[config.mk]
export PLATFORM = sky130hd
export DESIGN_NAME = hdlc_tx_stop_ctrl
export DESIGN_NICKNAME = d
export VERILOG_FILES = /design/src/rtl/hdlc_txc_pkg.sv /design/src/rtl/hdlc_txc_poll_timer.sv /design/src/rtl/hdlc_txc_cut_counter.sv /design/src/rtl/hdlc_txc_event_bit.sv /design/src/rtl/hdlc_tx_stop_ctrl.sv
export SDC_FILE = /design/constraint.sdc
export NUM_CORES = 1
export LEC_CHECK = 0
export ABC_AREA = 1
export BUFFER_PORTS_ARGS = -buffer_cell sky130_fd_sc_hd__buf_2
export CAP_MARGIN = 20
export CORE_MARGIN = 2
export CORE_UTILIZATION = 54
export DETAILED_ROUTE_END_ITERATION = 16
export PLACE_DENSITY = 0.77
export SKIP_LAST_GASP = 1
export SYNTH_ARGS = -nofsm -noshare
export SYNTH_HDL_FRONTEND = slang
export SYNTH_SLANG_ARGS = --single-unit
export TNS_END_PERCENT = 20
[constraint.sdc]
create_clock -name clk -period 1.6 [get_ports clk]
set_clock_uncertainty 0.2 [all_clocks]
set_input_delay 0.32 -clock clk [delete_from_list [all_inputs] [get_ports clk]]
set_output_delay 0.32 -clock clk [all_outputs]
set_load 0.005 [all_outputs]
[src/rtl/hdlc_txc_pkg.sv]
package hdlc_txc_pkg;
  typedef enum logic [2:0] {
    ST_OFF   = 3'd0,
    ST_RUN   = 3'd1,
    ST_FRAME = 3'd2,
    ST_GRACE = 3'd3,
    ST_CUT   = 3'd4,
    ST_HALT  = 3'd5
  } txc_state_t;
endpackage

[src/rtl/hdlc_txc_poll_timer.sv]
module hdlc_txc_poll_timer #(
  parameter int PERIOD = 256
) (
  input  logic clk,
  input  logic rst_n,
  input  logic run,
  output logic tick
);
  localparam int W = (PERIOD > 1) ? $clog2(PERIOD) : 1;
  localparam logic [W-1:0] LAST = W'(PERIOD - 1);

  logic [W-1:0] cnt;

  always_ff @(posedge clk or negedge rst_n) begin
    if (!rst_n)           cnt <= '0;
    else if (!run)        cnt <= '0;
    else if (cnt == LAST) cnt <= '0;
    else                  cnt <= cnt + 1'b1;
  end

  assign tick = run && (cnt == LAST);
endmodule

[src/rtl/hdlc_txc_cut_counter.sv]
module hdlc_txc_cut_counter #(
  parameter int CUT_BITS = 64
) (
  input  logic clk,
  input  logic rst_n,
  input  logic arm,
  input  logic bit_strobe,
  output logic limit_hit
);
  localparam int W = $clog2(CUT_BITS + 1);
  localparam logic [W-1:0] LAST = W'(CUT_BITS - 1);

  logic [W-1:0] cnt;

  always_ff @(posedge clk or negedge rst_n) begin
    if (!rst_n)          cnt <= '0;
    else if (!arm)       cnt <= '0;
    else if (bit_strobe) cnt <= cnt + 1'b1;
  end

  assign limit_hit = arm && bit_strobe && (cnt == LAST);
endmodule

[src/rtl/hdlc_txc_event_bit.sv]
module hdlc_txc_event_bit (
  input  logic clk,
  input  logic rst_n,
  input  logic set,
  input  logic clear,
  output logic q
);
  always_ff @(posedge clk or negedge rst_n) begin
    if (!rst_n)     q <= 1'b0;
    else if (set)   q <= 1'b1;
    else if (clear) q <= 1'b0;
  end
endmodule

[src/rtl/hdlc_tx_stop_ctrl.sv]
module hdlc_tx_stop_ctrl
  import hdlc_txc_pkg::*;
#(
  parameter int POLL_PERIOD = 256,
  parameter int CUT_BITS    = 64
) (
  input  logic clk,
  input  logic rst_n,
  input  logic chan_en,
  input  logic on_demand,
  input  logic desc_ready,
  input  logic bit_strobe,
  input  logic frame_done,
  input  logic idle_mode,
  input  logic cmd_stop,
  input  logic cmd_graceful,
  input  logic cmd_restart,
  input  logic gra_clear,
  output logic fetch_req,
  output logic frame_start,
  output logic desc_advance,
  output logic abort_req,
  output logic fifo_flush,
  output logic fill_flags,
  output logic fill_idles,
  output logic gra_done
);
  txc_state_t state, state_nx;

  logic in_run, in_frame_like, poll_tick, limit_hit, cut_fire, gra_set, fill_on;

  assign in_run        = (state == ST_RUN);
  assign in_frame_like = (state == ST_FRAME) || (state == ST_GRACE);

  hdlc_txc_poll_timer #(.PERIOD(POLL_PERIOD)) u_poll (
    .clk(clk), .rst_n(rst_n), .run(in_run), .tick(poll_tick)
  );

  hdlc_txc_cut_counter #(.CUT_BITS(CUT_BITS)) u_cut (
    .clk(clk), .rst_n(rst_n), .arm(state == ST_CUT),
    .bit_strobe(bit_strobe), .limit_hit(limit_hit)
  );

  // Commands take precedence over a poll in the same cycle.
  assign fetch_req   = in_run && !cmd_stop && !cmd_graceful && (on_demand || poll_tick);
  assign frame_start = fetch_req && desc_ready;

  assign cut_fire     = (state == ST_CUT) && (limit_hit || frame_done);
  assign abort_req    = cut_fire;
  assign desc_advance = in_frame_like && frame_done;
  assign fifo_flush   = cut_fire
                      || (in_run && cmd_stop)
                      || (in_frame_like && frame_done && cmd_stop);

  assign gra_set = !cmd_stop && (
                     (in_run && cmd_graceful)
                   || ((state == ST_GRACE) && frame_done)
                   || ((state == ST_FRAME) && frame_done && cmd_graceful));

  hdlc_txc_event_bit u_gra (
    .clk(clk), .rst_n(rst_n), .set(gra_set), .clear(gra_clear), .q(gra_done)
  );

  assign fill_on    = in_run || (state == ST_HALT);
  assign fill_flags = fill_on && !idle_mode;
  assign fill_idles = fill_on && idle_mode;

  always_comb begin
    state_nx = state;
    unique case (state)
      ST_OFF:   if (chan_en) state_nx = ST_RUN;
      ST_RUN: begin
        if (cmd_stop || cmd_graceful) state_nx = ST_HALT;
        else if (frame_start)         state_nx = ST_FRAME;
      end
      ST_FRAME: begin
        if (frame_done)        state_nx = (cmd_stop || cmd_graceful) ? ST_HALT : ST_RUN;
        else if (cmd_stop)     state_nx = ST_CUT;
        else if (cmd_graceful) state_nx = ST_GRACE;
      end
      ST_GRACE: begin
        if (frame_done)    state_nx = ST_HALT;
        else if (cmd_stop) state_nx = ST_CUT;
      end
      ST_CUT:   if (cut_fire)    state_nx = ST_HALT;
      ST_HALT:  if (cmd_restart) state_nx = ST_RUN;
      default:  state_nx = ST_OFF;
    endcase
    if (!chan_en) state_nx = ST_OFF;
  end

  always_ff @(posedge clk or negedge rst_n) begin
    if (!rst_n) state <= ST_OFF;
    else        state <= state_nx;
  end
endmodule

==> impl_metrics.tcl, run 1 <==
set metrics [dict create \
    status "complete, but fails checks" \
    violations "negative setup slack" \
    p_clk_frac 0.159 \
    synth-edff-count 0 \
    postSynthCellCount 154 \
    area_delta_synth_final_pct 31.30 \
    synth_top_cell_by_area "dfrtp_1" \
    first_pass_iters 4 \
    path_class "flip-flop to primary output" \
    p_per_area_nw_per_um2 1035 \
    ys.flop_type "dfrtp_1" \
    fin_crit_ns 1.928 \
    antenna_cells 0 \
    async_flop_share 1.000 \
    wl_um 2602 \
    top_usage_layer "met2" \
    multiInputGateArea_um2 585.6 \
    switching_share 0.3903 \
    path_clk_slew_ns 0.12 \
    min_from "chan_en" \
    grtUsageMet3 0.03030 \
    gr-total-overflow 0 \
    ys_types 20 \
    start_kind "flip-flop" \
    p_seq_frac 0.379 \
    drive_above_1_share 0.3166 \
    core.rowCount 16 \
    seq_area_um2 475.5 \
    grt.total_usage 0.2300 \
    hold_end "state[2]" \
    gr-usage-met1 0.2608 \
    gp_congestion 0.8359 \
    synth_seq_cells 19 \
    hpwl_um 1963 \
    power_switching_mw 0.6000 \
    ys_top_cells_by_area "dfrtp_1 42%, nand2_1 12%, inv_1 8.0%" \
    postRouteAntennaNets 0 \
    core_area_um2 1962 \
    antenna_found_initial 0 \
    synth_nets 168 \
    power.leakage_nw 0.7828 \
    fin_ws_ns -0.3284 \
    synth.avg_cell_area_um2 7.345 \
    route.vias.total 1165 \
    pwr-share-comb 0.462 \
    reg2reg_to "state[0]" \
    ir_worst_vdd_uv 729.7 \
    ioPinCount 20 \
    path_max_fanout 3 \
    synth_top_area_share 0.4204 \
    max_cap_viol_count 0 \
    cp_common_cell "nand2_1" \
    r2r_slack_ns -0.06 \
    worstRegToRegCells 10 \
    final_area_um2 1485 \
    synth.most_common_cell "nand2_1" \
    end_kind "primary output" \
    dieArea_um2 2477 \
    synth_common_cells "36 x nand2_1, 24 x inv_1, 19 x dfrtp_1" \
    yosys_warnings 0 \
    place_inst 215 \
    use_met2 0.4444 \
    nets 214 \
    setup_viol 10 \
    worstPathRequired_ns 1.08 \
    drt_iter0_markers 34 \
    clock_sinks 19 \
    worst_slew_pin_slew_ns 0.4366 \
    drt-vias-per-instance 5.155 \
    clock_latency_ns 0.29 \
    cpPeakStageDelay_ns 0.38 \
    dieWidth_um 49.77 \
    syn_area_um2 1131 \
    slew_headroom 0.7089 \
    cts_buffers 3 \
    hold_path_class "primary input to flip-flop" \
    fin_cells 226 \
    cp_slowest_cell "dfrtp_1" \
    timing_hold_violations_final 0 \
    clk_path_buf_depth 2 \
    fmax_mhz 518.6 \
    h-tree-depth 1 \
    min_delay_path_depth 3 \
    cp.arrival_ns 1.41 \
    p_int_mw 0.9373 \
    cts_root_buf "clkbuf_4" \
    routedWlPerCell_um 11.51 \
    grt_pass1_vias 1154 \
    grt_max_degree 20 \
    grt_pass1_wl_um 4471 \
    cts_tree "built" \
    timing.rr.start "u_cut.cnt[0]" \
    fill_cells 180 \
    drc 0 \
    drv_slew 0 \
    rsz0062_at_grt "true" \
    synth-seq-area-share 0.4204 \
    io_buffers 19 \
    path_cells "ha_2 -> nand2_4 -> nor2_4 -> nand3_2 -> nand2_1 -> nand2_1 -> inv_1 -> buf_2" \
    finalCritPeriodShare 1.205 \
    initial_core_util 0.5765 \
    dpl-instance-area_um2 1373 \
    chipHeight_um 49.77 \
]
cell type report:
cell class,count,area share
repair buffers,41,0.1786
well taps,27,0.02275
inverters,26,0.06571
multi-input cells,109,0.3943
clock inverters,1,0.003370
clock buffers,3,0.01516
flip-flops and latches,19,0.3201
cells in the final DEF, fill, tap and decap left out, types with 4 or more instances in the layout:
master / n
buf_4: 20
nor2_1: 15
inv_1: 23
nor3_1: 6
dfrtp_1: 19
a21oi_1: 11
buf_2: 19
nor2_4: 5
o21ai_0: 9
nand3_1: 10
nand2_2: 4
nand2_1: 33
routing by layer:
metal	wire length [µm]	vias to the layer above	share of wire
met2	1380	28	0.53
met4	22	0	0.0085
li1	-	583	-
met3	89	4	0.034
met1	1110	550	0.43
met5	0	-	0
sequential cells by signal, indices dropped and copies added, names as in the netlist:
signal      cells
u_gra.q         1
u_poll.cnt      8
state           3
u_cut.cnt       7
power by group through the flow:
stage	registers [mW]	clock network [mW]	logic, mW
after floorplan	0.604	0	0.378
after global placement	0.590	0	0.650
after detailed placement	0.593	0	0.666
after CTS	0.581	0.250	0.694
after global routing	0.590	0.265	0.798
final	0.583	0.244	0.710
through the flow:
step	TNS (ns)	hold WS [ns]	utilization	power, mW	setup slack, ns
finish	-1.894	0.1159	0.7570	1.537	-0.3284
global route	-3.198	0.1199	0.7570	1.652	-0.4389
CTS	-1.904	0.1124	0.7404	1.525	-0.3527
detailed placement	-0.2626	0.08335	0.6996	1.259	-0.05212
global placement	-0.02014	0.08202	0.6996	1.239	-0.02014
floorplan	0	-0.1756	-	0.9817	0.05467
worst max-delay path: cells and delay by family, from the launching register on:
kind / cells / cell delay [ns]
buffers and inverters: 2 / 0.16
flip-flops: 1 / 0.38
adder cells (fa/ha/maj): 1 / 0.20
AND/OR/NAND/NOR: 5 / 0.37
cells by family after synthesis:
family                     count (synthesis)  synth area share
and+or+nand+nor                           85            0.3672
buffers and inverters                     26           0.08629
AOI/OAI and AO/OA                         21           0.09624
DFF                                       19            0.4204
adders and majority gates                  2           0.02212
xor gates and xnor gates                   1          0.007745
worst max-delay path by stage:
stage                        from           to  slack, ns  cells past startpoint
detailed placement  u_poll.cnt[0]     state[1]      -0.05                     10
CTS                 u_poll.cnt[0]  frame_start      -0.35                      8
global route        u_poll.cnt[1]  frame_start      -0.44                      8
global placement    u_poll.cnt[0]  frame_start      -0.02                      8
floorplan           u_poll.cnt[0]  frame_start       0.05                      7
finish               u_cut.cnt[0]    abort_req      -0.33                      8
what timing repair did:
item / in CTS / in global routing
buffers inserted: 4 / 1
hold buffers: 2 / 0
hold endpoints to repair: 20 / 0
cloned: 0 / 0
setup endpoints to repair: 10 / 14
pin swaps: 4 / 3
gates resized for setup: 1 / 8
Note: power is estimated with default switching activity, not from simulation.
==> run 2, diff against run 1 <==
CORE_MARGIN = unset   (was 2)
PLACE_DENSITY = unset   (was 0.77)
PLACE_DENSITY_LB_ADDON = 0.3   (was unset)
==> run 2 against run 1 <==
  * Global-route usage grew 2.7 points
  * Clock power grew 5%
  * Count of clock-buffer cells in the layout is the same
  * Non-clock buffer count shrank 2
  * Critical endpoint is now fetch_req
  * Largest power group unchanged
  * The run still ends with negative setup slack left
  * Largest cell class unchanged
==> impl_metrics.tcl, run 2 (synthesis results as in run 1) <==
set metrics [dict create \
    max_cap_viol_count 0 \
    gr-total-overflow 0 \
    initial_core_util 0.5765 \
    dpl-instance-area_um2 1373 \
    drt-vias-per-instance 5.089 \
    drt_iter0_markers 35 \
    drv_slew 0 \
    dieWidth_um 47.77 \
    rsz0062_at_grt "true" \
    path_max_fanout 5 \
    clock_sinks 19 \
    h-tree-depth 1 \
    worst_slew_pin_slew_ns 0.4402 \
    cp.arrival_ns 1.43 \
    drive_above_1_share 0.3046 \
    timing_hold_violations_final 0 \
    setup_viol 10 \
    ir_worst_vdd_uv 934.4 \
    cts_buffers 3 \
    fin_crit_ns 1.945 \
    grt.total_usage 0.2570 \
    ioPinCount 20 \
    drc 0 \
    fmax_mhz 514.1 \
    final_core_util 0.7481 \
    routedWlPerCell_um 11.65 \
    fin_ws_ns -0.3453 \
    p_total_mw 1.555 \
    gp_congestion 0.8493 \
    io_buffers 19 \
    violations "negative setup slack" \
    clock_latency_ns 0.31 \
    top_regs "u_poll.cnt: 8 flops, u_cut.cnt: 7 flops, state: 3 flops" \
    antenna_found_initial 0 \
    postRouteAntennaNets 0 \
    largest_register "u_poll.cnt" \
    hold_ws_ns 0.1021 \
    core.rowCount 16 \
    core_area_um2 1962 \
    largest_reg_flops 8 \
    fill_cells 155 \
    grt_pass1_wl_um 4015 \
    antenna_cells 0 \
    p_per_area_nw_per_um2 1059 \
    worstPathRequired_ns 1.08 \
    path_class "flip-flop to primary output" \
    most-common-layout-cells "34 x nand2_1, 23 x inv_1, 19 x buf_2, 19 x dfrtp_1, 18 x buf_4" \
    first_pass_iters 4 \
    hold_path_class "primary input to flip-flop" \
    cts_tree "built" \
    path_clk_slew_ns 0.11 \
    wl_um 2610 \
    chipHeight_um 47.77 \
    dieArea_um2 2282 \
    power.leakage_nw 0.7771 \
    start_kind "flip-flop" \
    finalCritPeriodShare 1.216 \
    status "complete, but fails checks" \
    final_area_um2 1468 \
    slew_headroom 0.7065 \
    setup_tns_ns -2.290 \
    clk_path_buf_depth 2 \
    end_kind "primary output" \
    route.vias.total 1140 \
    grt_pass1_vias 991 \
    hpwl_um 1809 \
    cts_root_buf "clkbuf_4" \
    grt_max_degree 20 \
    nets 212 \
    area_delta_synth_final_pct 29.76 \
    layout_commonest_cell "nand2_1" \
]
-- run 2: cell types whose count changed in the layout (fill, tap and decap cells not counted), sizes merged --
cell,before,now
buf,39,37
-- run 2: layout make-up --
| type | instances | area (µm²) | area share |
|---|---|---|---|
| tap | 27 | 33.78 | 0.02302 |
| clock buffer | 3 | 22.52 | 0.01535 |
| clock inverter | 1 | 5.005 | 0.003410 |
| inverter | 26 | 97.59 | 0.06650 |
| timing repair buffer | 39 | 250.2 | 0.1705 |
| sequential | 19 | 475.5 | 0.3240 |
| multi-input combinational | 109 | 583.1 | 0.3973 |
-- run 2: power breakdown --
part / internal (mW) / switching, mW
Sequential: 0.540 / 0.0500
Clock: 0.0935 / 0.161
Combinational: 0.290 / 0.420
Total: 0.924 / 0.631
-- run 2: metrics by stage --
| stage | setup slack, ns | cells |
|---|---|---|
| global route | -0.4449 | 224 |
| floorplan | 0.05467 | 154 |
| detailed placement | -0.05350 | 215 |
| global placement | 0.004692 | 215 |
| CTS | -0.3546 | 223 |
| finish | -0.3453 | 224 |
-- run 2: worst max-delay path, stage by stage (launching register included) --
cell     delay, ns
dfrtp_1       0.46
inv_2         0.14
nand2_4       0.08
nor2_4        0.11
inv_1         0.07
a21oi_1       0.13
buf_2         0.13
-- run 2: timing repair --
| item | in CTS | in global routing |
|---|---|---|
| setup endpoints to repair | 10 | 13 |
| hold buffers | 2 | 0 |
| pin swaps | 1 | 1 |
| setup buffers | 2 | 1 |
| cloned | 0 | 0 |
| endpoints found under the hold margin | 20 | 0 |
| gates resized for setup | 4 | 4 |
-- run 2: final timing paths --
path / from / to / slack (ns) / depth (start not counted)
max reg2reg: u_cut.cnt[1] / state[0] / -0.27 / 11
min in group asynchronous: rst_n / u_cut.cnt[3] / 0.26 / 2
min: chan_en / state[1] / 0.10 / 3
min reg2reg: u_cut.cnt[4] / u_cut.cnt[4] / 0.31 / 1
max in group asynchronous: rst_n / state[0] / 0.62 / 2
max: state[2] / fetch_req / -0.35 / 6
-- run 2: layer usage --
layer / GRT usage / up-vias / wire [µm] / share of wire
li1: - / 576 / - / -
met1: 0.3129 / 526 / 1169 / 0.45
met2: 0.4243 / 29 / 1271 / 0.49
met3: 0.05283 / 9 / 83 / 0.032
met4: 0.1389 / 0 / 86 / 0.033
met5: 0 / - / 0 / 0
==> run 3, diff against run 2 <==
CORE_MARGIN = 2   (was unset)
SKIP_LAST_GASP = unset   (was 1)
==> run 3 against run 2 <==
  * The flow still finishes with violations (negative setup slack)
  * Register-to-register slack improved by 0.22 ns
  * Non-clock buffer count rose by 1
  * Critical path depth rose by 2
  * Die area rose by 8.5%
  * Hold slack improved by 0.0042 ns
  * Fmax fell by 1.6%
  * Flip-flop and latch count did not move
  * Largest power group unchanged
==> impl_metrics.tcl, run 3 (synthesis results as in run 1) <==
set metrics [dict create \
    path_max_fanout 3 \
    finalCritPeriodShare 1.236 \
    p_per_area_nw_per_um2 1056 \
    p_seq_frac 0.369 \
    h-tree-depth 1 \
    end_kind "primary output" \
    most-common-layout-cells "28 x nand2_1, 21 x inv_1, 19 x buf_2, 19 x buf_4, 19 x dfrtp_1" \
    clock_sinks 19 \
    hold_path_class "primary input to flip-flop" \
    core_area_um2 1962 \
    drt_iter0_markers 16 \
    route.vias.total 1223 \
    timing.rr.start "u_poll.cnt[1]" \
    clk_path_buf_depth 2 \
    switching_share 0.4053 \
    dieWidth_um 49.77 \
    antenna_cells 0 \
    final_area_um2 1529 \
    grt_pass1_wl_um 4623 \
    worstRegToRegCells 10 \
    clock_latency_ns 0.30 \
    core.rowCount 16 \
    slew_headroom 0.7036 \
    cts_root_buf "clkbuf_4" \
    max_cap_viol_count 0 \
    pre_cts_ws_ns -0.06266 \
    fin_ws_ns -0.3772 \
    fmax_mhz 505.8 \
    drive_above_1_share 0.3687 \
    violations "negative setup slack" \
    cts_tree "built" \
    setup_tns_ns -1.755 \
    cts_buffers 3 \
    p_int_mw 0.9602 \
    antenna_found_initial 0 \
    hold_ws_ns 0.1063 \
    first_pass_iters 5 \
    nets 213 \
    start_kind "flip-flop" \
    rsz0062_at_grt "true" \
    p_clk_frac 0.154 \
    largest_reg_flops 8 \
    ir_worst_vdd_uv 833.3 \
    dpl-instance-area_um2 1365 \
    drc 0 \
    gp_congestion 0.8412 \
    path_class "flip-flop to primary output" \
    grt_pass1_vias 1186 \
    timing_hold_violations_final 0 \
    status "complete, but fails checks" \
    gr-total-overflow 0 \
    drv_slew 0 \
    setup.worst_path.start "u_poll.cnt[1]" \
    worst_slew_pin_slew_ns 0.4446 \
    power_switching_mw 0.6543 \
    routedWlPerCell_um 12.86 \
    hpwl_um 1897 \
    setup_viol 10 \
    final_core_util 0.7793 \
    fin_crit_ns 1.977 \
    drt-vias-per-instance 5.436 \
    grt.total_usage 0.2424 \
    dieArea_um2 2477 \
    cp.arrival_ns 1.46 \
    area_delta_synth_final_pct 35.18 \
    power.leakage_nw 0.7783 \
    layout_commonest_cell "nand2_1" \
    min_from "chan_en" \
    ioPinCount 20 \
    initial_core_util 0.5765 \
    chipHeight_um 49.77 \
    wl_um 2894 \
    top_regs "u_poll.cnt: 8 flops, u_cut.cnt: 7 flops, state: 3 flops" \
    worstPathRequired_ns 1.08 \
    path_clk_slew_ns 0.11 \
    io_buffers 19 \
    largest_register "u_poll.cnt" \
    pwr-share-comb 0.477 \
    grt_max_degree 20 \
    min_delay_path_depth 3 \
    postRouteAntennaNets 0 \
]
[run 3: cell types whose count changed in the layout (fill, tap and decap cells not counted), moves of 2 or more]
cell     previous run  this run
nand2_2             2         8
inv_2               3         5
inv_1              23        21
nand2_1            34        28
nor2_4              4         6
[run 3: final timing paths]
kind / endpoint / slack (ns)
setup / recovery: frame_start / -0.38
hold / removal: state[1] / 0.11
setup reg to reg: state[0] / -0.05
hold reg to reg: u_cut.cnt[4] / 0.31
max in group asynchronous: state[1] / 0.61
min in group asynchronous: u_cut.cnt[3] / 0.27
[run 3: critical path: stages (launching register included)]
cell and delay (ns):
dfrtp_1 0.38, ha_2 0.19, nand2_2 0.07, nor2_4 0.09, nand2_2 0.08, nand2_2 0.10
nand3_2 0.08, inv_1 0.07, buf_2 0.10
[run 3: power groups by stage]
stage	logic [mW]	clock network (mW)	registers, mW
floorplan	0.378	0	0.604
global placement	0.638	0	0.595
detailed placement	0.651	0	0.599
CTS	0.688	0.249	0.590
global route	0.849	0.273	0.600
finish	0.771	0.249	0.595
[run 3: stage by stage]
step                cells  power, mW
detailed placement    214      1.250
global route          225      1.722
CTS                   224      1.528
finish                225      1.615
floorplan             154     0.9817
global placement      214      1.233
[run 3: final cells by class]
type	instances	area, µm²
well taps	27	33.78
clock buffers	3	22.52
flip-flops and latches	19	475.5
inverters	26	97.59
repair buffers	40	257.7
clock inverters	1	5.005
multi-input cells	109	636.9
fillers	148	432.9
[run 3: per-layer routing]
| layer | GRT usage | routed length, µm | vias up |
|---|---|---|---|
| li1 | - | - | 585 |
| met1 | 0.2672 | 1150 | 577 |
| met2 | 0.4556 | 1534 | 46 |
| met3 | 0.04242 | 141 | 15 |
| met4 | 0.09259 | 68 | 0 |
| met5 | 0 | 0 | - |
[run 3: timing repair]
| action | in CTS | in global routing |
|---|---|---|
| pin swaps | 3 | 6 |
| buffers inserted | 4 | 1 |
| endpoints found under the setup margin | 10 | 13 |
| hold endpoints to repair | 20 | 0 |
| gates resized for setup | 6 | 18 |
| hold buffers | 2 | 0 |
